## src/rtl/ecc_log_pkg.sv

```systemverilog
package ecc_log_pkg;

  localparam int SYN_W    = 8;
  localparam int PH_W     = 3;
  localparam int SYN_LSB  = 8;
  localparam int CORR_BIT = 7;
  localparam int PH_LSB   = 4;
  localparam int OVF_BIT  = 3;
  localparam int WORD_MSB = SYN_LSB + SYN_W - 1;

  typedef enum logic [1:0] {
    KIND_ADDR_LO = 2'd0,
    KIND_ADDR_HI = 2'd1,
    KIND_ATTR    = 2'd2,
    KIND_DATA    = 2'd3
  } evt_kind_e;

  typedef enum logic [PH_W-1:0] {
    PH_NONE    = 3'd0,
    PH_ADDR_LO = 3'd1,
    PH_ADDR_HI = 3'd2,
    PH_ATTR    = 3'd3,
    PH_DATA32  = 3'd4,
    PH_DATA64  = 3'd5
  } phase_e;

  typedef struct packed {
    logic [SYN_W-1:0] syn;
    logic             corr;
    logic [PH_W-1:0]  phase;
    logic             ovf;
  } rec_t;

endpackage

```

## src/rtl/ecc_phase_enc.sv

```systemverilog
module ecc_phase_enc
  import ecc_log_pkg::*;
(
  input  logic [1:0]       kind_i,
  input  logic             wide_i,
  input  logic [SYN_W-1:0] syn_i,
  output logic [PH_W-1:0]  phase_o,
  output logic [SYN_W-1:0] syn_o
);

  always_comb begin
    phase_o = PH_NONE;
    syn_o   = syn_i;
    unique case (kind_i)
      KIND_ADDR_LO: phase_o = PH_ADDR_LO;
      KIND_ADDR_HI: phase_o = PH_ADDR_HI;
      KIND_ATTR:    phase_o = PH_ATTR;
      default: begin
        if (wide_i) begin
          phase_o = PH_DATA64;
        end else begin
          phase_o = PH_DATA32;
          // narrow data uses a 7-bit check code: top syndrome bit is zero
          syn_o[SYN_W-1] = 1'b0;
        end
      end
    endcase
  end

endmodule

```

## src/rtl/ecc_capture_ctl.sv

```systemverilog
module ecc_capture_ctl
  import ecc_log_pkg::*;
(
  input  logic             clk_i,
  input  logic             rst_ni,
  input  logic             valid_i,
  input  logic             uncorr_i,
  input  logic             corr_dis_i,
  input  logic [PH_W-1:0]  phase_i,
  input  logic [SYN_W-1:0] syn_i,
  input  logic             clr_phase_i,
  input  logic             clr_ovf_i,
  output rec_t             rec_o
);

  rec_t rec_q;
  logic locked, hard, take, ovf_set;

  assign locked  = (rec_q.phase != PH_NONE);
  assign hard    = uncorr_i | corr_dis_i;
  // a clear in the same cycle drops the event entirely
  assign take    = valid_i & ~locked & ~clr_phase_i;
  assign ovf_set = valid_i & locked & hard & ~clr_phase_i;

  always_ff @(posedge clk_i or negedge rst_ni) begin
    if (!rst_ni) begin
      rec_q <= '0;
    end else begin
      if (clr_phase_i) begin
        rec_q.phase <= PH_NONE;
        rec_q.corr  <= 1'b0;
        rec_q.syn   <= '0;
      end else if (take) begin
        rec_q.phase <= phase_i;
        rec_q.corr  <= ~hard;
        rec_q.syn   <= syn_i;
      end
      if (ovf_set)        rec_q.ovf <= 1'b1;
      else if (clr_ovf_i) rec_q.ovf <= 1'b0;
    end
  end

  assign rec_o = rec_q;

endmodule

```

## src/rtl/ecc_reg_if.sv

```systemverilog
module ecc_reg_if
  import ecc_log_pkg::*;
#(
  parameter int ADDR_W = 8,
  parameter int DATA_W = 32,
  parameter logic [ADDR_W-1:0] STAT_ADDR = 'h10
) (
  input  logic              wr_i,
  input  logic [ADDR_W-1:0] addr_i,
  input  logic [DATA_W-1:0] wdata_i,
  input  rec_t              rec_i,
  output logic              clr_phase_o,
  output logic              clr_ovf_o,
  output logic [DATA_W-1:0] rdata_o
);

  logic              hit;
  logic [DATA_W-1:0] word;
  logic              unused_wdata;

  assign hit          = (addr_i == STAT_ADDR);
  assign clr_phase_o  = wr_i & hit & (|wdata_i[PH_LSB +: PH_W]);
  assign clr_ovf_o    = wr_i & hit & wdata_i[OVF_BIT];
  assign unused_wdata = ^{wdata_i[DATA_W-1:CORR_BIT], wdata_i[OVF_BIT-1:0]};

  always_comb begin
    word                     = '0;
    word[SYN_LSB +: SYN_W]   = rec_i.syn;
    word[CORR_BIT]           = rec_i.corr;
    word[PH_LSB +: PH_W]     = rec_i.phase;
    word[OVF_BIT]            = rec_i.ovf;
    rdata_o                  = hit ? word : '0;
  end

endmodule

```

## src/rtl/ecc_err_log.sv

```systemverilog
module ecc_err_log
  import ecc_log_pkg::*;
#(
  parameter int ADDR_W = 8,
  parameter int DATA_W = 32,
  parameter logic [ADDR_W-1:0] STAT_ADDR = 'h10
) (
  input  logic              clk_i,
  input  logic              rst_ni,
  input  logic              evt_valid_i,
  input  logic              evt_uncorr_i,
  input  logic [1:0]        evt_kind_i,
  input  logic              evt_wide_i,
  input  logic [7:0]        evt_syn_i,
  input  logic              corr_dis_i,
  input  logic              reg_wr_i,
  input  logic [ADDR_W-1:0] reg_addr_i,
  input  logic [DATA_W-1:0] reg_wdata_i,
  output logic [DATA_W-1:0] reg_rdata_o
);

  logic [PH_W-1:0]  enc_phase;
  logic [SYN_W-1:0] enc_syn;
  logic             clr_phase, clr_ovf;
  rec_t             rec;

  ecc_phase_enc u_enc (
    .kind_i  (evt_kind_i),
    .wide_i  (evt_wide_i),
    .syn_i   (evt_syn_i),
    .phase_o (enc_phase),
    .syn_o   (enc_syn)
  );

  ecc_capture_ctl u_cap (
    .clk_i       (clk_i),
    .rst_ni      (rst_ni),
    .valid_i     (evt_valid_i),
    .uncorr_i    (evt_uncorr_i),
    .corr_dis_i  (corr_dis_i),
    .phase_i     (enc_phase),
    .syn_i       (enc_syn),
    .clr_phase_i (clr_phase),
    .clr_ovf_i   (clr_ovf),
    .rec_o       (rec)
  );

  ecc_reg_if #(
    .ADDR_W    (ADDR_W),
    .DATA_W    (DATA_W),
    .STAT_ADDR (STAT_ADDR)
  ) u_reg (
    .wr_i        (reg_wr_i),
    .addr_i      (reg_addr_i),
    .wdata_i     (reg_wdata_i),
    .rec_i       (rec),
    .clr_phase_o (clr_phase),
    .clr_ovf_o   (clr_ovf),
    .rdata_o     (reg_rdata_o)
  );

endmodule

```

## config.mk

```make
export PLATFORM = sky130hd
export DESIGN_NAME = ecc_err_log
export DESIGN_NICKNAME = d
export VERILOG_FILES = /design/src/rtl/ecc_log_pkg.sv /design/src/rtl/ecc_phase_enc.sv /design/src/rtl/ecc_capture_ctl.sv /design/src/rtl/ecc_reg_if.sv /design/src/rtl/ecc_err_log.sv
export SDC_FILE = /design/constraint.sdc
export NUM_CORES = 1
export LEC_CHECK = 0
export ABC_AREA = 1
export BUFFER_PORTS_ARGS = -buffer_cell sky130_fd_sc_hd__buf_2
export CAP_MARGIN = 20
export CORE_UTILIZATION = 43
export CTS_BUF_LIST = sky130_fd_sc_hd__clkbuf_4 sky130_fd_sc_hd__clkbuf_8
export CTS_CLUSTER_SIZE = 10
export DETAILED_ROUTE_END_ITERATION = 16
export GPL_ROUTABILITY_DRIVEN = 0
export PLACE_DENSITY = 0.94
export SLEW_MARGIN = 20
export SYNTH_ARGS = -nofsm -noshare
export SYNTH_HDL_FRONTEND = slang
export SYNTH_HIERARCHICAL = 1
export SYNTH_SLANG_ARGS = --single-unit
```

## constraint.sdc

```tcl
create_clock -name clk_i -period 2.25 [get_ports clk_i]
set_clock_uncertainty 0.15 [all_clocks]
set_input_delay 0.3375 -clock clk_i [delete_from_list [all_inputs] [get_ports clk_i]]
set_output_delay 0.3375 -clock clk_i [all_outputs]
set_load 0.05 [all_outputs]
```

## Word-level counts from Yosys, hierarchy flattened

Index checks and enable logic that the tools add are counted.
W data, S select, Z words.

| word-level totals | value |
|---|---|
| register bits | 13 |
| input bits | 57 |
| output and inout port bits | 32 |

| cells by class | value |
|---|---|
| equality and inequality tests | 3 |
| muxes and demuxes | 9 |
| bitwise logic cells | 12 |
| reductions and logical operators | 6 |

Operator list:

| operator | count |
|---|---|
| $mux W12 | 2 |
| $mux W16 | 1 |
| $pmux W3 S3 | 1 |
| $and A1 B1 Y1 | 8 |
| $eq A8 B5 Y1 const B | 1 |
| $reduce_or A3 Y1 | 2 |
| $mux W1 | 5 |
| $reduce_bool A2 Y1 | 2 |
| $not A1 Y1 | 3 |
| $reduce_bool A3 Y1 | 1 |
| $eq A2 B1 Y1 const B | 1 |
| $eq A2 B2 Y1 const B | 1 |
| $logic_not A2 Y1 | 1 |
| $or A1 B1 Y1 | 1 |

## Depth between registers and ports, before layout

| logic depth | value |
|---|---|
| depth in word-level cells | 7 |
| mapped depth | 9 |
| gate-level depth less buffers | 9 |

## Hierarchy

The synthesis kept the hierarchy.

Modules (own cells, without submodules):

| module | times used | cells an instance | area each (um2) | seq. area each (um2) |
|---|---|---|---|---|
| ecc_capture_ctl | 1 | 67 | 583.1 | 325.3 |
| ecc_reg_if | 1 | 66 | 366.6 | 0.0 |
| ecc_phase_enc | 1 | 17 | 121.4 | 0.0 |

## Least setup slack after synthesis

No wires, ideal clock.

| timing path | value |
|---|---|
| path kind | input to output |
| start | input port reg_addr_i[5] |
| end | output port reg_rdata_o[14] |
| arrival | 1.281 ns |
| data required time | 1.762 ns |
| setup slack | 0.482 ns |
| cell stages on the path | 5 |
| path buffers | 0 |
| path through | inv_1 > nand2_1 > nor2_2 > nand2_2 > nor2_1 |

| on the way | value |
|---|---|
| cells in the longest elaborated chain, start to end | 2 |

RTL lines:

| element | RTL line | RTL |
|---|---|---|
| from (decl) | ecc_err_log.sv:17 | `input logic [ADDR_W-1:0] reg_addr_i,` |
| $eq A8 B5 Y1 | ecc_reg_if.sv:21 | `assign hit = (addr_i == STAT_ADDR);` |
| $mux W16 | ecc_reg_if.sv:32 | `rdata_o = hit ? word : '0;` |
| to (decl) | ecc_err_log.sv:19 | `output logic [DATA_W-1:0] reg_rdata_o` |

No other way between the ends.

## Worst setup path after layout

| timing path | value |
|---|---|
| start | input port reg_addr_i[5] |
| end | output port reg_rdata_o[8] |

Same word-level chain as after synthesis.

==> impl_results.md <==
* Status: finished clean
* Post-CTS Setup Inserts at 0
* Largest net degree at the start of global routing at 14
* Crit-path cells: buf_2 -> inv_1 -> nand2_1 -> nor2_2 -> nand2_2 -> nor2_1 -> buf_2
* Endpoints failing setup at 0
* Worst path most repeated cell: buf_2
* Initial DRC count at 7
* Core Region at around 2300 um2
* Top cell type's share of synthesized area at a little under a third
* Cells on Worst Hold Path at 3
* Synth async-reset ratio at between 90% and 100%
* Worst hold path type: primary input to flip-flop
* Setup_tns at 0 ps
* Clock Latency Late Sink at ~270 ps
* Post-CTS Hold Buffers at 1
* Htree depth at 1
* Worst r2r path cells at 4
* Count leader, synth: inv_1
* CTS root buf: clkbuf_4
* Fin nets at 246
* DR DRC count at 0
* RSZ-0062 raised after global routing: false
* Antenna-violating nets left at 0
* I/O pins at between 80 and 90
* GRT Resource Usage Total at 17.2%
* Share of layout cells above drive strength 1 at between 30 and 40%
* CTS sink cnt at 13
* Largest register FFs at 13
* Routed via count at slightly above 900
* CTS Buf Count at 3
* Crit Reg-Reg Endpoint: u_cap/rec_o[5]
* Clock Tree Buf Depth at 2
* Post-synth top cells: inv_1 (29), buf_4 (27), nand2_1 (24), nand3_1 (21)
* Startpoint Class: primary input
* Port Buf Inserts at 41
* Max stage delay on crit path at 280 ps
* Leading area contributor after synthesis: dfrtp_1
* Pwr Total at around 0.87 mW
* Worst-path clk slew at 90 ps
* Slowest-stage cell, CP: buf_2
* Period Utilization, post-route at between 80% and 90%
* Yosys reg bits at 13
* Number of enable flip-flop cells after synthesis at 0
* Max Cap Viol at 0
* Vias in the first global route at between 800 and 900
* Die area at ~2700 um2
* Main synth FF type: dfrtp_1
* First-pass GRT wire length at about 3500 um
* Routed WL per cell at a little over 9 um
* Layout area overhead at 11.4%
* TritonRoute pass-1 iters at 4
* Max rail drop VDD at ~0.00043 V
* Part of the Yosys area used for sequential elements at 30.4%
* Clock period minus worst slack at between 1500 and 2000 ps
* Mapped cell area at about 1100 um2
* Pwr/cell area at 727 nW/um2
* Max Slew Vio Count at 0
* CP Capture Type: output pin
* Synth cell types at 18
* Critical Path AT at approximately 1300 ps
* Post-CTS Resized at 0
* Leakage at around 0.77 nW
* Die Wd at slightly above 50 um
* Vias per inst at about 4.3
* Hold path start: evt_syn_i[4]
* Antenna violations before repair at 0
* WS Path Type: primary input to output pin
* Rows at 17
* Routed WL at just under 2000 um
* GRT overflow at 0
* Antenna diodes at 0
* Worst-path fanout max at 13
* Syn avg cell area at between 7 and 8 um2
* Hold path endpoint: u_cap/rec_o[9]
* Dpl hpwl at 1560 um
* Hold Fails Final Rpt at 0
* YS warnings at 6
* CTS tree: yes
* Starting density of the core at roughly 47%
* Flop-to-flop setup slack at around 1000 ps
* Synth top area cells: dfrtp_1 (30%), buf_4 (19%), inv_1 (10%)
* Die height at 51.9 um
* Fmax at 546 MHz
* Synthesized instance count at 150
* R2R Path Start: u_cap/rec_o[2]
* Critical path required time at 1760 ps
-- critical path: cells and delay by family --
family                 cells  cell delay [ps]
and+or+nand+nor            4              590
buffers and inverters      3              410
-- layout by cell type (no fill, tap or decap) --
cell,instances
nor3_1,1
ha_1,3
o21a_1,1
buf_2,41
or2_2,1
nor2_1,7
conb_1,19
clkinv_2,1
nor2_2,13
nand2_1,24
dlygate4sd3_1,1
clkbuf_4,4
inv_1,29
o21ai_0,2
nand3_2,1
nand3_1,21
nor2_4,1
nand2_2,2
dfrtp_1,13
-- layer usage --
layer / wire length [um] / track usage, %
met1: 754 / 18.7
met2: 1040 / 31.0
met3: 140 / 3.80
met4: 36 / 8.11
met5: 0 / 0
-- cells by family (layout without fill, tap and decap cells) --
| family | Yosys count | count (layout) | share of synthesized area [%] |
|---|---|---|---|
| simple gates | 71 | 71 | 32.5 |
| compound gates | 3 | 3 | 1.64 |
| buf+inv | 59 | 76 | 31.7 |
| other cells | 1 | 19 | 0.350 |
| flops | 13 | 13 | 30.4 |
| fa+ha+maj | 3 | 3 | 3.51 |
-- how the worst max path moves through the flow --
stage,from,end,cells after the start
2_1_floorplan,reg_addr_i[5],reg_rdata_o[14],5
3_3_place_gp,reg_addr_i[5],reg_rdata_o[14],7
3_5_place_dp,reg_addr_i[5],reg_rdata_o[8],7
4_1_cts,reg_addr_i[5],reg_rdata_o[8],7
5_1_grt,reg_addr_i[3],reg_rdata_o[14],7
6_report,reg_addr_i[5],reg_rdata_o[8],7
-- metrics by stage --
| stage | cell area [um2] | setup WS, ps | utilization (%) | hold WS (ps) | instances |
|---|---|---|---|---|---|
| after floorplan | 1140 | 482 | - | -108 | 168 |
| after global routing | 1190 | 240 | 52.4 | 142 | 213 |
| after global placement | 1150 | 385 | 50.7 | 80.3 | 208 |
| after CTS | 1190 | 398 | 52.4 | 146 | 213 |
| final | 1190 | 418 | 52.4 | 146 | 213 |
| after detailed placement | 1150 | 405 | 50.7 | 90.3 | 208 |
-- final cells by class --
type	count	area, um2
multi-input cells	96	474
flip-flops and latches	13	325
well taps	28	35.0
fillers	230	1080
repair buffers	42	215
clock buffers	4	30.0
inverters	30	114
-- power breakdown --
part / internal [mW] / switching (mW) / leakage (nW)
sequential: 0.335 / 0.0605 / 0.154
combinational: 0.101 / 0.215 / 0.597
clock: 0.0805 / 0.0763 / 0.0184
total: 0.516 / 0.352 / 0.769
No activity file was read; power rests on OpenSTA's default activity.
